### src/rtl/rsl_pkg.sv
// Shared types for the hash-table resolver.
// Assumes nothing beyond IEEE 1800-2017 enum support.
package rsl_pkg;

    // Controller phase: idle or waiting on a table read.
    typedef enum logic {
        ST_IDLE = 1'b0,
        ST_WAIT = 1'b1
    } rsl_state_e;

    // Which of the three candidate slots is being read.
    typedef enum logic [1:0] {
        PRB_FIRST  = 2'd0,
        PRB_SECOND = 2'd1,
        PRB_CHAIN  = 2'd2
    } rsl_stage_e;

endpackage

### src/rtl/rsl_table.sv
// Hash-table storage modelled as a synchronous RAM.
// One write port and one read port. Read data is valid RD_LAT cycles
// after rd_en is sampled, and rd_valid marks that cycle.
// Assumes RD_LAT >= 1. The array has no reset: the user loads it before use.
module rsl_table #(
    parameter int DEPTH  = 16,
    parameter int IDX_W  = 4,
    parameter int ENT_W  = 48,
    parameter int RD_LAT = 2
) (
    input  logic             clk,
    input  logic             rst_n,
    input  logic             wr_en,
    input  logic [IDX_W-1:0] wr_addr,
    input  logic [ENT_W-1:0] wr_data,
    input  logic             rd_en,
    input  logic [IDX_W-1:0] rd_addr,
    output logic             rd_valid,
    output logic [ENT_W-1:0] rd_data
);

    logic [ENT_W-1:0] mem [DEPTH];
    logic [ENT_W-1:0] pipe_d [RD_LAT];
    logic [RD_LAT-1:0] pipe_v;

    // Store written entries.
    always_ff @(posedge clk) begin
        if (wr_en) mem[wr_addr] <= wr_data;
    end

    // Read data pipeline modelling the access latency.
    always_ff @(posedge clk) begin
        pipe_d[0] <= mem[rd_addr];
        for (int i = 1; i < RD_LAT; i++) pipe_d[i] <= pipe_d[i-1];
    end

    // Valid shadow of the read pipeline.
    always_ff @(posedge clk) begin
        if (!rst_n) begin
            pipe_v <= '0;
        end else begin
            pipe_v[0] <= rd_en;
            for (int i = 1; i < RD_LAT; i++) pipe_v[i] <= pipe_v[i-1];
        end
    end

    assign rd_valid = pipe_v[RD_LAT-1];
    assign rd_data  = pipe_d[RD_LAT-1];

endmodule

### src/rtl/rsl_req_queue.sv
// Circular request queue shared by several engines, with several
// pushes per cycle and one pop.
// Engines that push in the same cycle are stored in ascending engine order.
// Engine e is ready while at least e+1 slots are free, so all the
// accepted pushes always fit.
// Assumes QDEPTH is a power of two and NUM_ENG <= QDEPTH.
module rsl_req_queue #(
    parameter int NUM_ENG = 2,
    parameter int QDEPTH  = 4,
    parameter int ELEM_W  = 8,
    parameter int CNT_W   = 3
) (
    input  logic                      clk,
    input  logic                      rst_n,
    input  logic [NUM_ENG-1:0]        push_valid,
    input  logic [NUM_ENG*ELEM_W-1:0] push_data,
    output logic [NUM_ENG-1:0]        push_ready,
    input  logic                      pop,
    output logic [ELEM_W-1:0]         head_data,
    output logic                      empty,
    output logic [CNT_W-1:0]          count
);

    localparam int PTR_W = $clog2(QDEPTH);

    logic [ELEM_W-1:0] slots [QDEPTH];
    logic [PTR_W-1:0]  rd_ptr, wr_ptr;
    logic [CNT_W-1:0]  cnt_q, free_slots, n_push;
    logic [PTR_W-1:0]  slot_idx [NUM_ENG];
    logic [NUM_ENG-1:0] accept;

    assign free_slots = CNT_W'(QDEPTH) - cnt_q;

    for (genvar g = 0; g < NUM_ENG; g++) begin : g_ready
        assign push_ready[g] = free_slots > CNT_W'(g);
    end

    assign accept = push_valid & push_ready;

    // Give each accepting engine its slot, in ascending engine order.
    always_comb begin
        n_push = '0;
        for (int e = 0; e < NUM_ENG; e++) begin
            slot_idx[e] = wr_ptr + n_push[PTR_W-1:0];
            if (accept[e]) n_push = n_push + 1'b1;
        end
    end

    // Write the accepted elements.
    always_ff @(posedge clk) begin
        for (int e = 0; e < NUM_ENG; e++) begin
            if (accept[e]) slots[slot_idx[e]] <= push_data[e*ELEM_W +: ELEM_W];
        end
    end

    // Pointer and fill-count update.
    always_ff @(posedge clk) begin
        if (!rst_n) begin
            rd_ptr <= '0;
            wr_ptr <= '0;
            cnt_q  <= '0;
        end else begin
            wr_ptr <= wr_ptr + n_push[PTR_W-1:0];
            rd_ptr <= rd_ptr + PTR_W'(pop);
            cnt_q  <= cnt_q + n_push - CNT_W'(pop);
        end
    end

    assign head_data = slots[rd_ptr];
    assign empty     = (cnt_q == '0);
    assign count     = cnt_q;

endmodule

### src/rtl/rsl_prober.sv
// Serves the head request: reads the first-index slot, then the
// second-index slot, then the slot named by the second slot's overflow
// pointer, and stops at the first match.
// A pointer of all ones skips the third read. An entry whose length is all
// ones is empty. The head is popped in the cycle the outcome is decided, and
// the response is registered at that same edge.
// Assumes the head stays stable until it is popped.
module rsl_prober
    import rsl_pkg::*;
#(
    parameter int KEY_W  = 32,
    parameter int LEN_W  = 6,
    parameter int PORT_W = 3,
    parameter int IDX_W  = 4,
    parameter int TAG_W  = 4,
    parameter int ENG_W  = 1,
    parameter int ENT_W  = KEY_W + LEN_W + PORT_W + IDX_W
) (
    input  logic              clk,
    input  logic              rst_n,
    input  logic              head_valid,
    input  logic [ENG_W-1:0]  hd_eng,
    input  logic [TAG_W-1:0]  hd_tag,
    input  logic [IDX_W-1:0]  hd_idx1,
    input  logic [IDX_W-1:0]  hd_idx2,
    input  logic [KEY_W-1:0]  hd_key,
    input  logic [LEN_W-1:0]  hd_len,
    output logic              pop,
    output logic              rd_en,
    output logic [IDX_W-1:0]  rd_addr,
    input  logic              rd_valid,
    input  logic [ENT_W-1:0]  rd_data,
    output logic              rsp_valid,
    output logic [ENG_W-1:0]  rsp_eng,
    output logic [TAG_W-1:0]  rsp_tag,
    output logic              rsp_hit,
    output logic [PORT_W-1:0] rsp_port
);

    rsl_state_e state_q, state_d;
    rsl_stage_e stage_q, stage_d;

    logic [KEY_W-1:0]  ent_prefix, len_mask;
    logic [LEN_W-1:0]  ent_len;
    logic [PORT_W-1:0] ent_port;
    logic [IDX_W-1:0]  ent_next;
    logic              ent_hit, finish;

    assign {ent_prefix, ent_len, ent_port, ent_next} = rd_data;

    // Match test: entry in use, same length, same prefix bits under the mask.
    assign len_mask = ~({KEY_W{1'b1}} >> ent_len);
    assign ent_hit  = (ent_len != '1) && (ent_len == hd_len) &&
                      (((ent_prefix ^ hd_key) & len_mask) == '0);

    // Next-state, read issue and completion decision.
    always_comb begin
        state_d = state_q;
        stage_d = stage_q;
        rd_en   = 1'b0;
        rd_addr = hd_idx1;
        finish  = 1'b0;
        case (state_q)
            ST_IDLE: begin
                if (head_valid) begin
                    rd_en   = 1'b1;
                    state_d = ST_WAIT;
                    stage_d = PRB_FIRST;
                end
            end
            default: begin
                if (rd_valid) begin
                    if (ent_hit) begin
                        finish = 1'b1;
                    end else begin
                        case (stage_q)
                            PRB_FIRST: begin
                                rd_en   = 1'b1;
                                rd_addr = hd_idx2;
                                stage_d = PRB_SECOND;
                            end
                            PRB_SECOND: begin
                                if (ent_next == '1) begin
                                    finish = 1'b1;
                                end else begin
                                    rd_en   = 1'b1;
                                    rd_addr = ent_next;
                                    stage_d = PRB_CHAIN;
                                end
                            end
                            default: finish = 1'b1;
                        endcase
                    end
                    if (finish) state_d = ST_IDLE;
                end
            end
        endcase
    end

    assign pop = finish;

    // Controller state registers.
    always_ff @(posedge clk) begin
        if (!rst_n) begin
            state_q <= ST_IDLE;
            stage_q <= PRB_FIRST;
        end else begin
            state_q <= state_d;
            stage_q <= stage_d;
        end
    end

    // Registered response toward the engines.
    always_ff @(posedge clk) begin
        if (!rst_n) begin
            rsp_valid <= 1'b0;
            rsp_eng   <= '0;
            rsp_tag   <= '0;
            rsp_hit   <= 1'b0;
            rsp_port  <= '0;
        end else begin
            rsp_valid <= finish;
            if (finish) begin
                rsp_eng  <= hd_eng;
                rsp_tag  <= hd_tag;
                rsp_hit  <= ent_hit;
                rsp_port <= ent_hit ? ent_port : '0;
            end
        end
    end

endmodule

### src/rtl/hash_resolver.sv
// Top of the shared hash-table resolver: per-engine request ports feed one
// tagged queue, a single prober serves its head against one table, and the
// answers go back on a shared response bus that names the engine and the tag.
// Assumes QDEPTH is a power of two, 2 <= NUM_ENG <= QDEPTH, and LEN_W wide
// enough to hold KEY_W, with all ones kept free as the empty code.
module hash_resolver #(
    parameter int NUM_ENG   = 2,
    parameter int TAG_W     = 4,
    parameter int KEY_W     = 32,
    parameter int LEN_W     = 6,
    parameter int PORT_W    = 3,
    parameter int TBL_DEPTH = 16,
    parameter int QDEPTH    = 4,
    parameter int RD_LAT    = 2,
    localparam int IDX_W    = $clog2(TBL_DEPTH),
    localparam int ENG_W    = $clog2(NUM_ENG)
) (
    input  logic                     clk,
    input  logic                     rst_n,
    input  logic [NUM_ENG-1:0]       req_valid,
    output logic [NUM_ENG-1:0]       req_ready,
    input  logic [NUM_ENG*TAG_W-1:0] req_tag,
    input  logic [NUM_ENG*IDX_W-1:0] req_idx1,
    input  logic [NUM_ENG*IDX_W-1:0] req_idx2,
    input  logic [NUM_ENG*KEY_W-1:0] req_key,
    input  logic [NUM_ENG*LEN_W-1:0] req_len,
    input  logic                     tbl_we,
    input  logic [IDX_W-1:0]         tbl_waddr,
    input  logic [KEY_W-1:0]         tbl_wprefix,
    input  logic [LEN_W-1:0]         tbl_wlen,
    input  logic [PORT_W-1:0]        tbl_wport,
    input  logic [IDX_W-1:0]         tbl_wnext,
    output logic                     rsp_valid,
    output logic [ENG_W-1:0]         rsp_eng,
    output logic [TAG_W-1:0]         rsp_tag,
    output logic                     rsp_hit,
    output logic [PORT_W-1:0]        rsp_port
);

    localparam int ELEM_W = ENG_W + TAG_W + 2*IDX_W + KEY_W + LEN_W;
    localparam int ENT_W  = KEY_W + LEN_W + PORT_W + IDX_W;
    localparam int CNT_W  = $clog2(QDEPTH + 1);

    logic [NUM_ENG*ELEM_W-1:0] push_data;
    logic [ELEM_W-1:0]         head_data;
    logic                      q_empty, pop_w, rd_en_w, rd_valid_w;
    logic [CNT_W-1:0]          q_count;
    logic [IDX_W-1:0]          rd_addr_w;
    logic [ENT_W-1:0]          rd_data_w;
    logic [ENG_W-1:0]          hd_eng;
    logic [TAG_W-1:0]          hd_tag;
    logic [IDX_W-1:0]          hd_idx1, hd_idx2;
    logic [KEY_W-1:0]          hd_key;
    logic [LEN_W-1:0]          hd_len;

    // Pack each engine's request with its engine number.
    for (genvar g = 0; g < NUM_ENG; g++) begin : g_pack
        assign push_data[g*ELEM_W +: ELEM_W] = {ENG_W'(g),
                                                req_tag[g*TAG_W +: TAG_W],
                                                req_idx1[g*IDX_W +: IDX_W],
                                                req_idx2[g*IDX_W +: IDX_W],
                                                req_key[g*KEY_W +: KEY_W],
                                                req_len[g*LEN_W +: LEN_W]};
    end

    assign {hd_eng, hd_tag, hd_idx1, hd_idx2, hd_key, hd_len} = head_data;

    rsl_req_queue #(
        .NUM_ENG(NUM_ENG), .QDEPTH(QDEPTH), .ELEM_W(ELEM_W), .CNT_W(CNT_W)
    ) u_queue (
        .clk(clk), .rst_n(rst_n),
        .push_valid(req_valid), .push_data(push_data), .push_ready(req_ready),
        .pop(pop_w), .head_data(head_data), .empty(q_empty), .count(q_count)
    );

    rsl_table #(
        .DEPTH(TBL_DEPTH), .IDX_W(IDX_W), .ENT_W(ENT_W), .RD_LAT(RD_LAT)
    ) u_table (
        .clk(clk), .rst_n(rst_n),
        .wr_en(tbl_we), .wr_addr(tbl_waddr),
        .wr_data({tbl_wprefix, tbl_wlen, tbl_wport, tbl_wnext}),
        .rd_en(rd_en_w), .rd_addr(rd_addr_w),
        .rd_valid(rd_valid_w), .rd_data(rd_data_w)
    );

    rsl_prober #(
        .KEY_W(KEY_W), .LEN_W(LEN_W), .PORT_W(PORT_W), .IDX_W(IDX_W),
        .TAG_W(TAG_W), .ENG_W(ENG_W), .ENT_W(ENT_W)
    ) u_prober (
        .clk(clk), .rst_n(rst_n),
        .head_valid(!q_empty), .hd_eng(hd_eng), .hd_tag(hd_tag),
        .hd_idx1(hd_idx1), .hd_idx2(hd_idx2), .hd_key(hd_key), .hd_len(hd_len),
        .pop(pop_w), .rd_en(rd_en_w), .rd_addr(rd_addr_w),
        .rd_valid(rd_valid_w), .rd_data(rd_data_w),
        .rsp_valid(rsp_valid), .rsp_eng(rsp_eng), .rsp_tag(rsp_tag),
        .rsp_hit(rsp_hit), .rsp_port(rsp_port)
    );

endmodule

### config.mk
export PLATFORM = sky130hd
export DESIGN_NAME = hash_resolver
export DESIGN_NICKNAME = d
export VERILOG_FILES = /design/src/rtl/rsl_pkg.sv /design/src/rtl/rsl_table.sv /design/src/rtl/rsl_req_queue.sv /design/src/rtl/rsl_prober.sv /design/src/rtl/hash_resolver.sv
export SDC_FILE = /design/constraint.sdc
export NUM_CORES = 1
export LEC_CHECK = 0
export BUFFER_PORTS_ARGS = -buffer_cell sky130_fd_sc_hd__buf_2
export CAP_MARGIN = 10
export CORE_MARGIN = 2
export CORE_UTILIZATION = 35
export CTS_CLUSTER_DIAMETER = 40
export DETAILED_ROUTE_END_ITERATION = 16
export HOLD_SLACK_MARGIN = 0.1
export PLACE_DENSITY_LB_ADDON = 0.15
export REMOVE_ABC_BUFFERS = 1
export SLEW_MARGIN = 5
export SYNTH_ARGS = -nofsm -noshare
export SYNTH_HDL_FRONTEND = slang
export SYNTH_SLANG_ARGS = --single-unit
### constraint.sdc
create_clock -name clk -period 6.74 [get_ports clk]
set_clock_uncertainty 0.15 [all_clocks]
set_input_delay 1.348 -clock clk [delete_from_list [all_inputs] [get_ports clk]]
set_output_delay 1.348 -clock clk [all_outputs]
set_load 0.01 [all_outputs]
==> qor.txt, run 1 <==
WP depth = 12
Max cap viols = 0
Die width = 347.1 µm
Startpoint type of the worst setup path = flop
Critical Path AT = 6.26 ns
Largest net degree at the start of global routing = 87
Worst skew pair latency = 0.74 ns
CP Data Required Time = 7.19 ns
Final Wtd Congestion = 0.7810
Period utilization = 86.19%
Normalized max-slew margin = 16.36%
Synth cell types = 57
Vias = 24,191
Antenna viol nets, final = 0
Setup CP Type = reg -> reg
Total Die Area = 120,500 µm²
Synth area leaders = edfxtp_1, mux2i_1, dfxtp_1, nand2_1, o22ai_1
First-pass GRT wire length = 167.3 mm
Cell row count = 125
Post-synth top area cell = edfxtp_1
RSZ-0062 raised after global routing = false
Number of fill cells = 10,386
Mapped cell area = 41,200 µm²
Power per standard cell area = 439.6 nW/µm²
Slowest-stage cell, CP = dfxtp_4
Top cells by count, synth = edfxtp_1, nand2_1, mux2i_1
Leak pwr = 17.51 nW
Area grow syn2layout = 19.65%
Area of the multi-input gates = 10,590 µm²
Post-Syn Area per Cell = 15.18 µm²
Core ar. = 116,500 µm²
# placed instances = 4,299
Via/cell ratio = 5.266
Drt first pass iters = 5
Initial antenna violation count = 30
Gr usage total = 18.95%
Routed WL per cell = 25.21 µm
Worst vdd ir = 0.2832 mV
Min Tclk post-route = 5.809 ns
Worst Path Max Fanout = 45
CP endpoint kind = flop
Fin. Hold Viols = 0
Number of synthesized flops with an enable pin = 920
Reg2Reg Depth = 12
Register bit total from synthesis = 1,036
Max incr delay on CP = 1.00 ns
Initial Utilization = 35.36%
Sequential area share after synthesis = 72.68%
Post-CTS Resized = 0
Clk sinks = 1,036
Hold crit path type = reg -> reg
Primary FF master, synth = edfxtp_1
Total gr overflow = 0
Fin Setup TNS = 0 ns
Share of the synthesized area in the top cell type = 67.05%
CTS clock-pin slew for the worst setup and hold paths = 0.06 ns
Buffer count from post-CTS setup fixing = 0
TritonCTS buffer count = 150
Status = finished clean
Hold-critical path depth = 0
Io pins = 166
CTS tree = yes
Ys async rst share = 0%
Yosys warning total = 0
Final #Nets = 3,093
WL final = 115.8 mm
Die Span Y = 347.1 µm
PortBufs = 165
Register area = 29,950 µm²
CTS root buf = clkbuf_16
Vias in the first global route = 24,539
Max Fclk = 0.1721 GHz
CTS hold repair buffers = 0
Clock buffer depth = 3
Setup violations, final = 0
Most frequent cell after synthesis = edfxtp_1
Worst-path cell chain = mux4_2 -> xnor2_1 -> o21ai_0 -> a222oi_1 -> nand4_1 -> nor2_2 -> or3_1 -> o22a_1 -> or3_2 -> buf_12 -> o22ai_1 -> or4_1
Fin cells = 4,594
H-Tree Depth = 4
Mapped Cells = 2,714
Post-DP HPWL = 64.54 mm
Share of cells above drive strength 1 = 18.79%
# DRC = 0
DRT iter0 DRCs = 1,965
CP bufs+invs = 1
Worst slew pin tran = 1.252 ns
Count of final max-slew check failures = 0
CP top delay family = simple AND/OR/NAND/NOR gates
-- cells in the final DEF, fill, tap and decap left out, types with 5 or more instances in the layout --
cell type / count
inv_6: 13
clkbuf_16: 151
o22ai_1: 191
ha_1: 11
buf_12: 18
and2_1: 6
a31oi_1: 10
mux2i_1: 372
nor2b_1: 5
clkbuf_1: 21
xnor2_1: 34
nor2_1: 30
diode_2: 15
nor3_2: 8
a21o_1: 7
clkinv_1: 12
clkinv_8: 7
clkbuf_8: 13
o21ai_0: 206
nor2_4: 13
dfxtp_1: 114
clkinv_2: 26
or4_1: 46
a21oi_1: 14
xor2_1: 11
bufinv_16: 19
clkinv_4: 5
inv_1: 15
clkinvlp_4: 10
edfxtp_1: 920
mux4_2: 46
nand2_1: 407
buf_4: 48
buf_2: 165
-- metal layers --
metal	wire, µm	track usage [%]	vias to the layer above
met2	54810	30.90	742
met3	6383	3.552	202
met1	51670	25.57	12332
li1	-	-	10903
met5	67	0	-
met4	2875	6.043	12
-- final cells by class --
class | instances | area share [%]
multi-input cells | 1492 | 21.48
clock buffers | 185 | 8.187
inverters | 16 | 0.1218
well taps | 1524 | 3.868
diodes | 15 | 0.07614
clock inverters | 95 | 2.373
flip-flops and latches | 1036 | 60.76
repair buffers | 231 | 3.137
-- logic make-up after synthesis --
group,after synthesis,share of synthesized area [%]
flip-flops,1036,72.68
AND/OR/NAND/NOR,561,5.936
AO/OA/AOI/OAI,453,6.346
multiplexers,421,11.63
buffers and inverters,186,2.062
XOR/XNOR,45,0.9565
adder cells (fa/ha/maj),12,0.3826
-- final timing paths --
| path | start | endpoint | slack (ns) |
|---|---|---|---|
| hold / removal | u_table.pipe_d[0][25] | u_table.pipe_d[0][70] | 0.18 |
| hold reg to reg | u_table.pipe_d[0][25] | u_table.pipe_d[0][70] | 0.18 |
| setup reg to reg | u_queue.rd_ptr[0] | u_table.pipe_d[0][43] | 0.93 |
| setup / recovery | u_queue.rd_ptr[0] | u_table.pipe_d[0][43] | 0.93 |
-- where the power goes --
group / internal [mW] / switching (mW) / leakage [nW] / total, mW
clock network: 5.03 / 2.91 / 2.53 / 7.95
logic: 2.01 / 3.13 / 5.59 / 5.14
registers: 8.07 / 0.517 / 9.39 / 8.59
-- worst reg2reg max path, stage by stage (launching register included) --
cell,delay (ns)
dfxtp_4,1.00
mux4_2,0.71
xnor2_1,0.31
o21ai_0,0.16
a222oi_1,0.47
nand4_1,0.21
nor2_2,0.28
or3_1,0.32
o22a_1,0.34
or3_2,0.81
buf_12,0.33
o22ai_1,0.12
or4_1,0.48
-- per-stage QoR --
step	util, %	power [mW]	setup WS (ns)	hold WS (ns)	instance area [µm²]
after floorplan	-	11.98	-10.42	0.1596	40420
after global placement	37.81	13.80	0.9669	0.1678	44060
after detailed placement	37.81	13.90	0.8983	0.1643	44060
after CTS	42.28	21.88	0.8822	0.1783	49260
after global routing	42.29	22.55	0.7492	0.1808	49270
final	42.31	21.67	0.9307	0.1758	49300
-- flip-flops by register name (all words and copies together) (netlist names) --
name and flops:
u_prober.rsp_hit 1, u_queue.wr_ptr 2, u_table.pipe_v 2, u_queue.rd_ptr 2
u_table.pipe_d 90, u_queue.count 3, u_prober.state_q 1, u_queue.slots 204
u_prober.rsp_valid 1, u_prober.rsp_tag 4, u_prober.rsp_eng 1, u_prober.rsp_port 3
u_table.mem 720, u_prober.stage_q 2
Note: power is estimated with default switching activity, not from simulation.
==> inputs of run 2 (changes only) <==
- CORE_UTILIZATION: 35 -> 55
==> run 2 against run 1 <==
Compared with the run above:
- fmax up 1.6%
- core utilization up 22 points
- combinational power shrank 4.5%
- clock power decreased by 9.6%
- critical path type unchanged
- critical endpoint is now u_table.pipe_d[0][21]
- largest power group unchanged
==> qor.txt, run 2 (synthesis results as in run 1) <==
Final Wtd Congestion = 0.9013
Status = finished clean
Reg2Reg Depth = 13
Clk sinks = 1,036
RSZ-0062 raised after global routing = false
CTS hold repair buffers = 0
Number of fill cells = 5,262
Share of power burned in combinational logic = 23.8%
First-pass GRT wire length = 150.5 mm
Sw Share = 30.11%
Area grow syn2layout = 15.95%
H-Tree Depth = 4
Initial Utilization = 55.44%
DRT iter0 DRCs = 2,530
TritonCTS buffer count = 136
Power share of the sequential group = 41.4%
Commonest cells after routing, fill and taps aside = edfxtp_1, nand2_1, mux2i_1
Total gr overflow = 0
Area of the multi-input gates = 10,590 µm²
Share of cells above drive strength 1 = 17.74%
Commonest non-fill, non-tap cell in the layout = edfxtp_1
Post-DP HPWL = 55.57 mm
Slowest-stage cell, CP = dfxtp_4
WL final = 102.5 mm
Critical Path AT = 6.13 ns
Hold-critical path depth = 0
Placed Area = 43,180 µm²
Internal cell power = 14.43 mW
Io pins = 166
Via/cell ratio = 6.099
Die Span Y = 277.7 µm
Initial antenna violation count = 12
Max Fclk = 0.1749 GHz
Worst Path Max Fanout = 38
CP Data Required Time = 7.16 ns
Period utilization = 84.82%
Worst-path cell chain = buf_4 -> mux4_2 -> xnor2_1 -> o22ai_1 -> nor4b_2 -> nand4_1 -> nor2_2 -> or3_1 -> o22a_4 -> buf_4 -> mux2i_1 -> o22ai_1 -> or4_1
PortBufs = 165
Drt first pass iters = 6
Final Core Density = 64.28%
Total Die Area = 77,120 µm²
Fin. Hold Viols = 0
R2R Setup Slk = 1.02 ns
Sw Pwr = 6.215 mW
Design Area, Final = 47,780 µm²
Worst vdd ir = 0.3744 mV
Startpoint type of the worst setup path = flop
Min Tclk post-route = 5.717 ns
Max cap viols = 0
Largest net degree at the start of global routing = 94
Fin Setup TNS = 0 ns
CTS clock-pin slew for the worst setup and hold paths = 0.05 ns
Top reg by flops = u_table.mem
Buffer count from post-CTS setup fixing = 0
Gr usage total = 26.49%
Clock buffer depth = 3
Total power = 20.64 mW
Max reg flops = 720
CTS tree = yes
Setup CP Type = reg -> reg
Leak pwr = 17.10 nW
CP endpoint kind = flop
Hold path start = u_table.pipe_d[0][22]
Final #Nets = 3,069
# DRC = 0
Crit Reg-Reg Startpoint = u_queue.rd_ptr[0]
Setup violations, final = 0
Reg2reg end = u_table.pipe_d[0][21]
Vias = 24,349
Die width = 277.7 µm
Normalized max-slew margin = 25.94%
Clock power frac = 34.8%
Register area = 29,950 µm²
Power per standard cell area = 432.0 nW/µm²
Worst slew pin tran = 1.111 ns
Cell row count = 100
Hold crit path type = reg -> reg
Count of final max-slew check failures = 0
Worst skew pair latency = 0.72 ns
Hold path endpoint = u_table.pipe_d[0][67]
Max incr delay on CP = 0.85 ns
Antenna viol nets, final = 0
Core ar. = 74,320 µm²
Post-CTS Resized = 0
Vias in the first global route = 24,198
Routed WL per cell = 25.67 µm
CTS root buf = clkbuf_16
## run 2: cell type report
cell class	instances	area share [%]
flip-flops and latches	1036	62.70
multi-input cells	1492	22.17
clock buffers	166	7.597
repair buffers	221	2.844
well taps	969	2.538
clock inverters	85	1.996
inverters	16	0.1257
diodes	7	0.03666
## run 2: metrics by stage
| step | hold WS, ns | setup WS (ns) | std cells |
|---|---|---|---|
| 5_1_grt | 0.1849 | 0.6802 | 3985 |
| 3_3_place_gp | 0.1649 | 1.133 | 3734 |
| 3_5_place_dp | 0.1635 | 1.080 | 3734 |
| 2_1_floorplan | 0.1596 | -10.42 | 2544 |
| 4_1_cts | 0.1759 | 1.049 | 3985 |
| 6_report | 0.1764 | 1.023 | 3992 |
## run 2: critical path, delay by kind of cell, from the launching register on
kind,cells,cell delay (ns)
xor gates and xnor gates,1,0.24
AOI/OAI and AO/OA,3,0.83
DFF,1,0.85
and+or+nand+nor,5,1.74
buffers and inverters,2,0.89
muxes,2,0.81
## run 2: worst max path at each step
stage                                  from                     to  slack [ns]  depth (start not counted)
final                     u_queue.rd_ptr[0]  u_table.pipe_d[0][21]        1.02                         13
after global placement    u_queue.rd_ptr[0]  u_table.pipe_d[0][12]        1.13                         13
after detailed placement  u_queue.rd_ptr[0]  u_table.pipe_d[0][21]        1.08                         13
after CTS                 u_queue.rd_ptr[0]  u_table.pipe_d[0][21]        1.05                         13
after floorplan           u_queue.rd_ptr[0]   u_table.pipe_d[0][0]      -10.42                         11
after global routing      u_queue.rd_ptr[0]  u_table.pipe_d[0][43]        0.68                         13
## run 2: per-layer routing
layer	routed length (µm)	track usage [%]	part of all wire [%]
met2	49840	42.83	49
met1	41960	36.53	41
met5	93	0	0.091
met3	8110	5.045	7.9
met4	2461	8.676	2.4
## run 2: power by group through the flow
stage / Combinational, mW / Sequential, mW / Clock [mW]
after global routing: 5.26 / 8.60 / 7.53
after detailed placement: 4.88 / 8.65 / 0
final: 4.91 / 8.54 / 7.19
after CTS: 4.90 / 8.53 / 7.28
after global placement: 4.78 / 8.62 / 0
after floorplan: 3.57 / 8.41 / 0
==> inputs of run 3 (changes only) <==
- ABC_AREA: default -> 1
- clock period: 6.74 -> 5.2 ns (I/O delays scaled with it)
==> run 3 against run 2 <==
Compared with the run above:
- total power rose by 42%
- setup slack better by 0.22 ns
- cell count increased by 49%
- synthesized cell count up 71%
- sequential power increased by 31%
- sequential share of layout area decreased by 5.8 points
- clock power grew 33%
- cell area up 10%
- largest cell class unchanged
==> qor.txt, run 3 <==
Top cells by count, synth = nand3_1, edfxtp_1, inv_1
Worst Path Max Fanout = 49
Post-synth top area cell = edfxtp_1
Count of final max-slew check failures = 0
Initial antenna violation count = 16
CTS root buf = clkbuf_16
Vias = 33,513
Hold crit path type = reg -> reg
Synth area leaders = edfxtp_1, nand3_1, inv_1, nand2_1, dfxtp_1
First-pass GRT wire length = 188.5 mm
Register bit total from synthesis = 1,036
Commonest non-fill, non-tap cell in the layout = nand3_1
Post-CTS Resized = 0
Total Die Area = 85,830 µm²
Final Wtd Congestion = 0.8532
Io pins = 166
Post-Syn Area per Cell = 9.878 µm²
Gr usage total = 29.07%
Buffer count from post-CTS setup fixing = 0
Setup WS pre-CTS = 1.098 ns
Commonest cells after routing, fill and taps aside = nand3_1, edfxtp_1, inv_1
Die width = 293.0 µm
Most frequent cell after synthesis = nand3_1
Mapped cell area = 45,920 µm²
Setup CP Type = reg -> reg
Primary FF master, synth = edfxtp_1
R2R Setup Slk = 1.24 ns
Synth cell types = 35
Total gr overflow = 0
Cell row count = 105
CTS hold repair buffers = 0
Status = finished clean
CP Data Required Time = 5.64 ns
Critical Path AT = 4.40 ns
TritonCTS buffer count = 140
Vias in the first global route = 31,654
Number of synthesized flops with an enable pin = 920
Setup violations, final = 0
# DRC = 0
Setup slack after layout = 1.242 ns
Final #Nets = 4,921
H-Tree Depth = 4
Initial Utilization = 55.75%
Core ar. = 82,370 µm²
Max reg flops = 720
Max cap viols = 0
Period utilization = 76.11%
DRT iter0 DRCs = 3,167
CTS clock-pin slew for the worst setup and hold paths = 0.05 ns
Share of the synthesized area in the top cell type = 60.16%
CTS tree = yes
Worst skew pair latency = 0.73 ns
Final Core Density = 63.96%
Worst slew pin tran = 1.134 ns
Yosys warning total = 0
Min Tclk post-route = 3.958 ns
WL final = 125.0 mm
Normalized max-slew margin = 24.22%
Power per standard cell area = 556.1 nW/µm²
Leak pwr = 22.41 nW
Ys async rst share = 0%
RSZ-0062 raised after global routing = false
Drt first pass iters = 5
Clk sinks = 1,036
Die Span Y = 293.0 µm
Area grow syn2layout = 14.72%
Worst vdd ir = 0.6138 mV
PortBufs = 165
Clock buffer depth = 3
Fin. Hold Viols = 0
Share of cells above drive strength 1 = 10.49%
Via/cell ratio = 5.635
Largest net degree at the start of global routing = 166
Top reg by flops = u_table.mem
Post-DP HPWL = 67.00 mm
Sequential area share after synthesis = 65.21%
Max Fclk = 0.2527 GHz
CP endpoint kind = flop
Antenna viol nets, final = 0
Routed WL per cell = 21.03 µm
Startpoint type of the worst setup path = flop
Mapped Cells = 4,649
[run 3: layout make-up]
| class | instances | area (µm²) |
|---|---|---|
| Clock buffer | 169 | 3684 |
| Antenna cell | 7 | 17.52 |
| Multi-Input combinational cell | 2474 | 11770 |
| Timing Repair Buffer | 240 | 1677 |
| Inverter | 863 | 3243 |
| Tap cell | 1070 | 1339 |
| Sequential cell | 1036 | 29950 |
| Fill cell | 6450 | 29690 |
| Clock inverter | 88 | 1002 |
[run 3: cell families (layout without fill, tap and decap cells)]
kind of cell	Yosys count	after routing	share of synthesized area (%)
adder cells (fa/ha/maj)	12	12	0.3433
buffers and inverters	1139	1360	9.795
flip-flops	1036	1036	65.21
AO/OA/AOI/OAI	264	264	3.000
other	0	7	0
AND/OR/NAND/NOR	2190	2190	21.50
XOR/XNOR	8	8	0.1526
[run 3: through the flow]
| step | area, µm² | instances | hold WS, ns | setup TNS [ns] | total power [mW] |
|---|---|---|---|---|---|
| 5_1_grt | 52680 | 5944 | 0.1793 | 0 | 30.65 |
| 3_5_place_dp | 47980 | 5683 | 0.1621 | 0 | 19.81 |
| 3_3_place_gp | 47980 | 5683 | 0.1601 | 0 | 19.69 |
| 2_1_floorplan | 44670 | 4373 | 0.1596 | -423.41 | 16.64 |
| 6_report | 52690 | 5947 | 0.1763 | 0 | 29.30 |
| 4_1_cts | 52670 | 5940 | 0.1751 | 0 | 29.29 |
[run 3: critical path, cell delays in order (launching register included)]
cell and delay, ns:
dfxtp_2 0.33, buf_4 0.53, nand3_1 0.20, nand2_1 0.11, nand2_1 0.06, nand3_1 0.06
nand2_1 0.10, nor2_1 0.12, nand2_1 0.05, nor2_1 0.16, nand3_2 0.30, nand2_1 0.14
nand2_1 0.05, buf_4 0.18, inv_1 0.10, ha_1 0.23, inv_1 0.05, ha_1 0.13
inv_1 0.06, fa_1 0.42, xor2_1 0.17, inv_1 0.06, nor2_1 0.03
[run 3: where the power goes]
group          internal, mW  leakage [nW]  switching, mW
Sequential             10.5          9.39          0.711
Clock                  5.89          2.28           3.64
Combinational          2.48          10.7           6.04
Total                  18.9          22.4           10.4
[run 3: final timing paths]
path | startpoint | endpoint | depth (start not counted)
setup reg to reg | u_queue.rd_ptr[1] | u_queue.count[2] | 22
hold / removal | u_table.pipe_d[0][25] | u_table.pipe_d[0][70] | 0
setup / recovery | u_queue.rd_ptr[1] | u_queue.count[2] | 22
hold reg to reg | u_table.pipe_d[0][25] | u_table.pipe_d[0][70] | 0
[run 3: routing by layer]
metal / part of all wire, % / global-route usage [%] / wire length, µm
met4: 2.9 / 11.08 / 3688
met3: 9.4 / 4.675 / 11690
met1: 41 / 39.91 / 50860
met5: 0.047 / 0 / 59
met2: 47 / 46.88 / 58740
